--- src/rtl/dstat_pkg.sv ---
package dstat_pkg;

    localparam int WORD_W = 32;
    localparam int NUM_EV = 3;
    localparam int NUM_STICKY = NUM_EV + 1;

    // Big-endian bit numbers
    localparam int IMP_BIT   = 0;
    localparam int CAUSE_HI  = 2;
    localparam int CAUSE_LO  = 3;
    localparam int UNC_BIT   = 1;
    localparam int ICMP_BIT  = 4;
    localparam int BRT_BIT   = 5;
    localparam int LAST_USED = 5;

    typedef enum logic [1:0] {
        CAUSE_NONE = 2'b00,
        CAUSE_CORE = 2'b01,
        CAUSE_CHIP = 2'b10,
        CAUSE_SYS  = 2'b11
    } cause_e;

    typedef enum logic [2:0] {
        T_HOLD,
        T_CLEAR,
        T_LOAD_CORE,
        T_LOAD_CHIP,
        T_LOAD_SYS
    } cause_trans_e;

    // Big-endian bit number to data line index
    function automatic int line_of(input int bitnum);
        return WORD_W - 1 - bitnum;
    endfunction

    // Sticky slot k: slot 0 is the imprecise flag, slot k+1 is event k
    function automatic int sticky_bit(input int slot);
        case (slot)
            0:       return IMP_BIT;
            1:       return UNC_BIT;
            2:       return ICMP_BIT;
            default: return BRT_BIT;
        endcase
    endfunction

endpackage

--- src/rtl/dstat_sticky.sv ---
module dstat_sticky #(
    parameter int NB = 4
) (
    input  logic          clk,
    input  logic          rst_n,
    input  logic          wipe,
    input  logic [NB-1:0] set,
    input  logic [NB-1:0] clr,
    output logic [NB-1:0] q
);

    for (genvar k = 0; k < NB; k++) begin : g_bit
        logic nxt;

        always_comb begin
            if (wipe)
                nxt = 1'b0;
            else
                nxt = set[k] | (q[k] & ~clr[k]);
        end

        always_ff @(posedge clk) begin
            if (!rst_n)
                q[k] <= 1'b0;
            else
                q[k] <= nxt;
        end

        // a set bit stays set without clear or wipe
        a_r2_sticky_hold: assert property (@(posedge clk) disable iff (!rst_n)
            (q[k] && !clr[k] && !wipe) |=> q[k]);

        // a set in the same cycle as a clear leaves the bit set
        a_r4_set_wins: assert property (@(posedge clk) disable iff (!rst_n)
            (set[k] && clr[k] && !wipe) |=> q[k]);

        // clear without set empties the bit
        a_r3_clear: assert property (@(posedge clk) disable iff (!rst_n)
            (clr[k] && !set[k] && !wipe) |=> !q[k]);

        // wipe drops the bit even when a set is present
        a_r8_wipe: assert property (@(posedge clk) disable iff (!rst_n)
            wipe |=> !q[k]);
    end

endmodule

--- src/rtl/dstat_cause_fsm.sv ---
module dstat_cause_fsm
    import dstat_pkg::*;
(
    input  logic       clk,
    input  logic       rst_n,
    input  logic       req_core,
    input  logic       req_chip,
    input  logic       req_sys,
    input  logic [1:0] clr,
    output cause_e     code
);

    cause_e       state;
    cause_e       nxt;
    cause_trans_e trans;

    always_ff @(posedge clk) begin
        if (!rst_n)
            state <= CAUSE_NONE;
        else
            state <= nxt;
    end

    always_comb begin
        if (req_sys)
            trans = T_LOAD_SYS;
        else if (req_chip)
            trans = T_LOAD_CHIP;
        else if (req_core)
            trans = T_LOAD_CORE;
        else if (|clr)
            trans = T_CLEAR;
        else
            trans = T_HOLD;

        unique case (trans)
            T_LOAD_SYS:  nxt = CAUSE_SYS;
            T_LOAD_CHIP: nxt = CAUSE_CHIP;
            T_LOAD_CORE: nxt = CAUSE_CORE;
            T_CLEAR:     nxt = cause_e'(state & ~clr);
            T_HOLD:      nxt = state;
            default:     nxt = state;
        endcase
    end

    assign code = state;

    // system request wins
    a_r7_sys_first: assert property (@(posedge clk) disable iff (!rst_n)
        req_sys |=> (state == CAUSE_SYS));

    // chip request wins over core
    a_r7_chip_over_core: assert property (@(posedge clk) disable iff (!rst_n)
        (req_chip && !req_sys) |=> (state == CAUSE_CHIP));

    // lone core request loads core code
    a_r7_core: assert property (@(posedge clk) disable iff (!rst_n)
        (req_core && !req_chip && !req_sys) |=> (state == CAUSE_CORE));

    // no request and no clear keeps the field
    a_r9_hold: assert property (@(posedge clk) disable iff (!rst_n)
        (!req_core && !req_chip && !req_sys && clr == 2'b00) |=> $stable(state));

endmodule

--- src/rtl/dbg_status_reg.sv ---
module dbg_status_reg
    import dstat_pkg::*;
(
    input  logic                clk,
    input  logic                rst_n,
    input  logic                dbg_en,
    input  logic [NUM_EV-1:0]   ev_pulse,
    input  logic                rst_core_req,
    input  logic                rst_chip_req,
    input  logic                rst_sys_req,
    input  logic                wr_en,
    input  logic [WORD_W-1:0]   wr_mask,
    output logic [WORD_W-1:0]   rd_data
);

    localparam int RSVD_LINES = line_of(LAST_USED);

    logic [NUM_STICKY-1:0] st_set;
    logic [NUM_STICKY-1:0] st_clr;
    logic [NUM_STICKY-1:0] st_q;
    logic [1:0]            cause_clr;
    logic                  any_reset;
    cause_e                cause;
    logic                  unused_mask_lines;

    assign any_reset = rst_core_req | rst_chip_req | rst_sys_req;

    // Slot 0: imprecise flag, raised by any event while debug is disabled
    assign st_set[0] = (|ev_pulse) & ~dbg_en;

    for (genvar e = 0; e < NUM_EV; e++) begin : g_ev_set
        assign st_set[e+1] = ev_pulse[e];
    end

    for (genvar k = 0; k < NUM_STICKY; k++) begin : g_clr
        assign st_clr[k] = wr_en & wr_mask[line_of(sticky_bit(k))];
    end

    assign cause_clr = {wr_en & wr_mask[line_of(CAUSE_HI)],
                        wr_en & wr_mask[line_of(CAUSE_LO)]};

    assign unused_mask_lines = ^wr_mask[RSVD_LINES-1:0];

    dstat_sticky #(
        .NB (NUM_STICKY)
    ) u_sticky (
        .clk   (clk),
        .rst_n (rst_n),
        .wipe  (any_reset),
        .set   (st_set),
        .clr   (st_clr),
        .q     (st_q)
    );

    dstat_cause_fsm u_cause (
        .clk      (clk),
        .rst_n    (rst_n),
        .req_core (rst_core_req),
        .req_chip (rst_chip_req),
        .req_sys  (rst_sys_req),
        .clr      (cause_clr),
        .code     (cause)
    );

    // Read word assembly: combinational from stored state
    always_comb begin
        rd_data = '0;
        for (int k = 0; k < NUM_STICKY; k++)
            rd_data[line_of(sticky_bit(k))] = st_q[k];
        rd_data[line_of(CAUSE_HI)] = cause[1];
        rd_data[line_of(CAUSE_LO)] = cause[0];
    end

    // reserved lines read zero
    a_r10_reserved_zero: assert property (@(posedge clk) disable iff (!rst_n)
        rd_data[RSVD_LINES-1:0] == '0);

    // event with debug disabled raises the imprecise flag
    a_r6_imprecise: assert property (@(posedge clk) disable iff (!rst_n)
        ((|ev_pulse) && !dbg_en && !any_reset) |=> rd_data[line_of(IMP_BIT)]);

    // reset request wins over a clear of the cause field
    a_r12_load_over_clear: assert property (@(posedge clk) disable iff (!rst_n)
        (any_reset && (|cause_clr)) |=> (rd_data[line_of(CAUSE_HI)] | rd_data[line_of(CAUSE_LO)]));

endmodule

--- config.mk ---
export PLATFORM = sky130hd
export DESIGN_NAME = dbg_status_reg
export DESIGN_NICKNAME = d
export VERILOG_FILES = /design/src/rtl/dstat_pkg.sv /design/src/rtl/dstat_sticky.sv /design/src/rtl/dstat_cause_fsm.sv /design/src/rtl/dbg_status_reg.sv
export SDC_FILE = /design/constraint.sdc
export NUM_CORES = 1
export LEC_CHECK = 0
export ABC_CLOCK_PERIOD_IN_PS = 1010
export BUFFER_PORTS_ARGS = -buffer_cell sky130_fd_sc_hd__buf_2
export CORE_MARGIN = 8
export CORE_UTILIZATION = 26
export DETAILED_ROUTE_END_ITERATION = 12
export PLACE_DENSITY = 0.76
export SLEW_MARGIN = 40
export SYNTH_ARGS = -nofsm -noshare
export SYNTH_HDL_FRONTEND = slang
export SYNTH_SLANG_ARGS = --single-unit
--- constraint.sdc ---
create_clock -name clk -period 1.01 [get_ports clk]
set_input_delay 0 -clock clk [delete_from_list [all_inputs] [get_ports clk]]
set_output_delay 0 -clock clk [all_outputs]
set_load 0.02 [all_outputs]
==> flow_metrics.py, run 1 <==
metrics = {
    "cells_and_area": {
        "drive_gt1_share_pct": 32.5,
        "antenna_cells": 0,
        "postLayoutCellArea_um2": 529,
        "areaGrowthSynthToFinish_pct": 19.8,
        "nNetsFinal": 127,
    },
    "critical_path": {
        "r2r_slack_ns": 0.25,
        "reg2reg_to": "u_cause.code[1]$_SDFFE_PN0P_",
        "rr_worst_depth": 3,
        "worstReg2RegStart": "u_cause.code[1]$_SDFFE_PN0P_",
        "path_class": "in -> reg",
        "end_kind": "flop",
        "worstPathRequired_ns": 1.18,
        "cp_max_fo": 2,
        "crit_arrival_ns": 1.07,
        "start_kind": "input pin",
    },
    "power": {
        "p_comb_share_pct": 28.4,
        "power.share.sequential_pct": 39.0,
        "switching_power_mw": 0.212,
        "leakage_nw": 0.301,
        "power_density_nw_per_um2": 1210,
        "swShare_pct": 32.9,
        "ir_worst_vdd_mv": 0.423,
        "clock_power_share_pct": 32.6,
        "p_int_mw": 0.431,
    },
    "synthesis": {
        "syn_area_per_cell_um2": 7.89,
        "synthArstFlopShare_pct": 0,
        "yosysSeqAreaShare_pct": 27.2,
        "synthTopCellsByArea": "buf_4 (44%), dfxtp_1 (27%), nand2_1 (5.1%)",
        "ys_seq_elements": 6,
        "ys.flop_type": "dfxtp_1",
        "yosysTopAreaCellShare_pct": 44.2,
        "synth_cells": 56,
        "yosysMostFrequentCell": "buf_4",
        "synth_cell_types": 14,
        "syn_area_um2": 442,
        "yosysTopAreaCell": "buf_4",
        "synth_edf_count": 0,
        "ys_top_cells_by_count": "buf_4 (26), dfxtp_1 (6), nand2_1 (6)",
        "synth_warnings": 0,
    },
    "flow_run": {
        "maxCapViolCount": 0,
    },
    "clock_tree": {
        "clkTransAtPathRegs_ns": 0.04,
        "cts_tree": "done",
        "clk_path_buf_depth": 2,
        "cts_root_buf": "clkbuf_4",
        "clock_sinks": 6,
        "insertion_delay_ns": 0.24,
        "cts_max_level": 1,
        "cts_buffers": 3,
    },
    "detailed_routing": {
        "routedWlPerCell_um": 10.4,
        "wl_um": 1040,
        "vias": 362,
        "drc": 0,
        "via_per_inst": 3.62,
        "drt_first_iter_violations": 3,
        "ant_nets": 0,
        "dr.pass1.iters": 2,
    },
    "floorplanning": {
        "fp-row-count": 15,
        "core_area_um2": 1650,
        "start_util_pct": 26.7,
        "ios": 74,
        "die_h_um": 57.2,
        "dieArea_um2": 3270,
        "die_x_um": 57.2,
    },
    "hold_path": {
        "min-delay-start": "rst_chip_req",
        "min_to": "u_cause.code[1]$_SDFFE_PN0P_",
        "min_path_cells": 2,
        "hold_path_class": "in -> reg",
    },
    "timing": {
        "period_share_pct": 88.6,
        "setup-violations-final": 0,
        "finalHoldViolCount": 0,
        "rsz0062_at_grt": "no",
        "setup_tns_ns": 0,
        "period_minus_slack_ns": 0.895,
        "finClkSkew_ns": 0,
        "max_freq_ghz": 1.12,
        "finalMaxSlewViolations": 0,
    },
    "grt": {
        "antenna_found_initial": 0,
        "grt_pass1_vias": 379,
        "grt_usage_pct": 6.71,
        "grt_max_degree": 7,
        "gr-total-overflow": 0,
        "grt_pass1_wl_um": 1730,
    },
    "placed_design": {
        "place_hpwl_um": 914,
        "io_buffer_count": 21,
        "gp_congestion": 0.598,
        "dpl_cell_area_um2": 467,
    },
    "run_status": {
        "outcome": "completed",
    },
}
## per-layer routing
layer / track usage, % / vias up / routed length (um) / part of all wire [%]
met4: 2.01 / 0 / 0 / 0
met1: 5.10 / 162 / 290 / 28
met5: 0 / - / 0 / 0
li1: - / 183 / - / -
met2: 12.9 / 17 / 635 / 61
met3: 4.66 / 0 / 114 / 11
## timing repair
action	CTS	global route
hold buffers	4	0
setup buffers	0	0
gates resized for setup	0	0
endpoints found under the hold margin	4	0
endpoints found under the setup margin	0	0
## metrics by stage
stage          power, mW  cells  hold WS (ns)  utilization (%)  worst slack, ns
2_1_floorplan      0.450     81         0.117                -            0.154
3_3_place_gp       0.419     93         0.231             28.3            0.148
3_5_place_dp       0.421     93         0.237             28.3            0.134
4_1_cts            0.655    100       0.00510             32.0            0.141
5_1_grt            0.697    100        0.0156             32.0           0.0727
6_report           0.642    100        0.0160             32.0            0.115
## area by class of cell
class | instances | area, um2
multi-input cells | 47 | 213
clock buffers | 3 | 22.5
repair buffers | 25 | 145
well taps | 17 | 21.3
fillers | 179 | 1120
inverters | 2 | 7.51
flip-flops and latches | 6 | 120
## cells in the final DEF (no fill, tap or decap)
cell / n
a21oi_2: 1
clkbuf_4: 3
dfxtp_1: 6
o31a_1: 1
nor3_1: 1
inv_1: 2
nand2_1: 6
or2_2: 1
dlygate4sd3_1: 4
buf_2: 21
o21ai_0: 1
conb_1: 26
a211oi_1: 2
a21oi_1: 3
or4b_4: 1
nor2_1: 4
## cell families (layout without fill, tap and decap cells)
group                  Yosys count  in the layout  synth area share (%)
AOI/OAI and AO/OA                8              8                  11.9
and+or+nand+nor                 13             13                  14.2
DFF                              6              6                  27.2
other                            1             26                 0.849
buffers and inverters           28             30                  45.9
## how the worst max path moves through the flow
stage	from	endpoint	slack [ns]
after global placement	rst_core_req	u_sticky.q[3]$_SDFF_PP0_	0.15
after detailed placement	rst_core_req	u_sticky.q[2]$_SDFF_PP0_	0.13
after CTS	ev_pulse[0]	u_sticky.q[0]$_SDFF_PP0_	0.14
after floorplan	u_cause.code[1]$_SDFFE_PN0P_	u_cause.code[1]$_SDFFE_PN0P_	0.15
final	ev_pulse[2]	u_sticky.q[0]$_SDFF_PP0_	0.12
after global routing	ev_pulse[2]	u_sticky.q[0]$_SDFF_PP0_	0.07
## power by group through the flow
stage               combinational [mW]  sequential [mW]  clock (mW)
global placement                 0.165            0.254           0
detailed placement               0.167            0.255           0
global route                     0.200            0.251       0.246
CTS                              0.179            0.250       0.226
finish                           0.182            0.250       0.209
floorplan                        0.185            0.265           0
## state kept, by name, indices dropped and copies added, names as in the netlist
name,cells
u_cause.code,2
u_sticky.q,4
## critical path, cell delays in order
cell           delay [ns]
dlygate4sd3_1        0.54
buf_2                0.12
nor3_1               0.04
or2_2                0.27
a21oi_2              0.10
(Power assumes the default switching activity.)
==> run 2, diff against run 1 <==
Settings changed: BUFFER_PORTS_ARGS -buffer_cell sky130_fd_sc_hd__buf_2 to not set, CORE_AREA set to 8 8 45 47, CORE_MARGIN 8 to not set, CORE_UTILIZATION 26 to not set, DIE_AREA set to 0 0 53 55, DONT_BUFFER_PORTS set to 1, PLACE_DENSITY 0.76 to 0.59.
==> run 2 against run 1 <==
  * First-iteration DRC count is the same
  * Design area fell by 7.3%
  * The run now ends with negative hold slack left
  * Core utilization rose by 3.4 points
  * Largest cell class unchanged
  * Worst hold slack worse by 0.12 ns
  * Maximum frequency increased by 1.0%
  * Setup slack better by 0.0088 ns
==> flow_metrics.py, run 2 (same netlist as run 1, synthesis figures left out) <==
metrics = {
    "timing": {
        "hold_ws_ns": -0.103,
        "setup-violations-final": 0,
        "period_minus_slack_ns": 0.886,
        "period_share_pct": 87.7,
        "setup_tns_ns": 0,
        "finalMaxSlewViolations": 0,
        "finalHoldViolCount": 6,
        "rsz0062_at_grt": "no",
        "finClkSkew_ns": 0,
        "max_freq_ghz": 1.13,
    },
    "critical_path": {
        "path_class": "in -> reg",
        "cp-startpoint": "wr_en",
        "cp_max_fo": 5,
        "worstReg2RegStart": "u_cause.code[0]$_SDFFE_PN0P_",
        "crit_arrival_ns": 1.01,
        "start_kind": "input pin",
        "r2r_slack_ns": 0.23,
        "reg2reg_to": "u_cause.code[0]$_SDFFE_PN0P_",
        "worstPathRequired_ns": 1.14,
        "end_kind": "flop",
        "rr_worst_depth": 2,
    },
    "clock_tree": {
        "cts_buffers": 3,
        "cts_tree": "done",
        "cts-resized-gates": 0,
        "insertion_delay_ns": 0.24,
        "clk_path_buf_depth": 2,
        "clock_sinks": 6,
        "clkTransAtPathRegs_ns": 0.05,
        "cts_max_level": 1,
        "cts_setup_buffers": 0,
        "postCtsHoldBufs": 7,
        "cts_root_buf": "clkbuf_4",
    },
    "cells_and_area": {
        "max_flop_register": "u_sticky.q",
        "antenna_cells": 0,
        "areaGrowthSynthToFinish_pct": 11.0,
        "largest_reg_flops": 4,
        "fill_cells": 171,
        "final_common_cell": "conb_1",
        "multiInputGateArea_um2": 213,
        "drive_gt1_share_pct": 15.7,
        "nNetsFinal": 114,
        "seq_area_um2": 120,
        "postLayoutCellArea_um2": 490,
        "final_cell_mix": "conb_1 (26), dlygate4sd3_1 (7), nand2_1 (6), dfxtp_1 (6), buf_4 (5)",
    },
    "grt": {
        "grt_usage_pct": 6.68,
        "grt_pass1_wl_um": 1410,
        "grt_max_degree": 6,
        "gr-total-overflow": 0,
        "grt_pass1_vias": 341,
        "antenna_found_initial": 0,
    },
    "placed_design": {
        "io_buffer_count": 0,
        "gp_congestion": 0.699,
        "dpl_cell_area_um2": 398,
        "place_hpwl_um": 887,
    },
    "floorplanning": {
        "ios": 74,
        "die_h_um": 55,
        "start_util_pct": 31.9,
        "core_area_um2": 1380,
        "die_x_um": 53,
        "dieArea_um2": 2920,
        "fp-row-count": 14,
    },
    "detailed_routing": {
        "wl_um": 1050,
        "drc": 0,
        "via_per_inst": 3.81,
        "drt_first_iter_violations": 3,
        "ant_nets": 0,
        "dr.pass1.iters": 2,
        "routedWlPerCell_um": 12.2,
        "vias": 328,
    },
    "hold_path": {
        "min-delay-start": "rst_core_req",
        "min_to": "u_cause.code[0]$_SDFFE_PN0P_",
        "min_path_cells": 2,
        "hold_path_class": "in -> reg",
    },
    "run_status": {
        "outcome": "complete, but fails checks",
        "violations": "negative hold slack",
    },
    "power": {
        "leakage_nw": 0.250,
        "ir_worst_vdd_mv": 0.545,
        "power_density_nw_per_um2": 1280,
    },
    "flow_run": {
        "maxCapViolCount": 0,
    },
}
[run 2: metrics by stage]
step           utilization [%]  std cells  power (mW)  setup slack [ns]
5_1_grt                   35.4         86       0.660            0.0482
3_3_place_gp              28.8         76       0.385             0.245
2_1_floorplan                -         81       0.450             0.154
4_1_cts                   35.4         86       0.638             0.117
3_5_place_dp              28.8         76       0.385             0.235
6_report                  35.4         86       0.627             0.124
[run 2: final cells by class]
class / instances / share of cell area (%)
sequential: 6 / 24.5
timing repair buffer: 12 / 21.9
multi-input combinational: 47 / 43.4
clock buffer: 3 / 4.59
inverter: 2 / 1.53
tap: 16 / 4.08
[run 2: worst max-delay path by stage]
stage	slack, ns	endpoint	cells past startpoint
after global routing	0.05	u_cause.code[0]$_SDFFE_PN0P_	4
after global placement	0.24	u_cause.code[0]$_SDFFE_PN0P_	2
after detailed placement	0.24	u_cause.code[0]$_SDFFE_PN0P_	2
final	0.12	u_cause.code[0]$_SDFFE_PN0P_	4
after CTS	0.12	u_cause.code[0]$_SDFFE_PN0P_	4
after floorplan	0.15	u_cause.code[1]$_SDFFE_PN0P_	3
[run 2: layer usage]
metal  GRT usage, %  vias up  part of all wire, %
met5              0        -                    0
met4           5.17        0                    0
met3           4.01        0                   21
met2           12.3       28                   55
met1           4.90      143                   23
li1               -      157                    -
[run 2: power by group]
part | total [mW] | switching (mW) | internal, mW
logic | 0.155 | 0.116 | 0.0392
clock network | 0.218 | 0.0835 | 0.134
registers | 0.255 | 0.00834 | 0.246
total | 0.627 | 0.208 | 0.420
[run 2: worst max-delay path, cell delays in order]
cell and delay, ns:
dlygate4sd3_1 0.64, nand2_1 0.07, a211oi_1 0.23, nor2_1 0.07
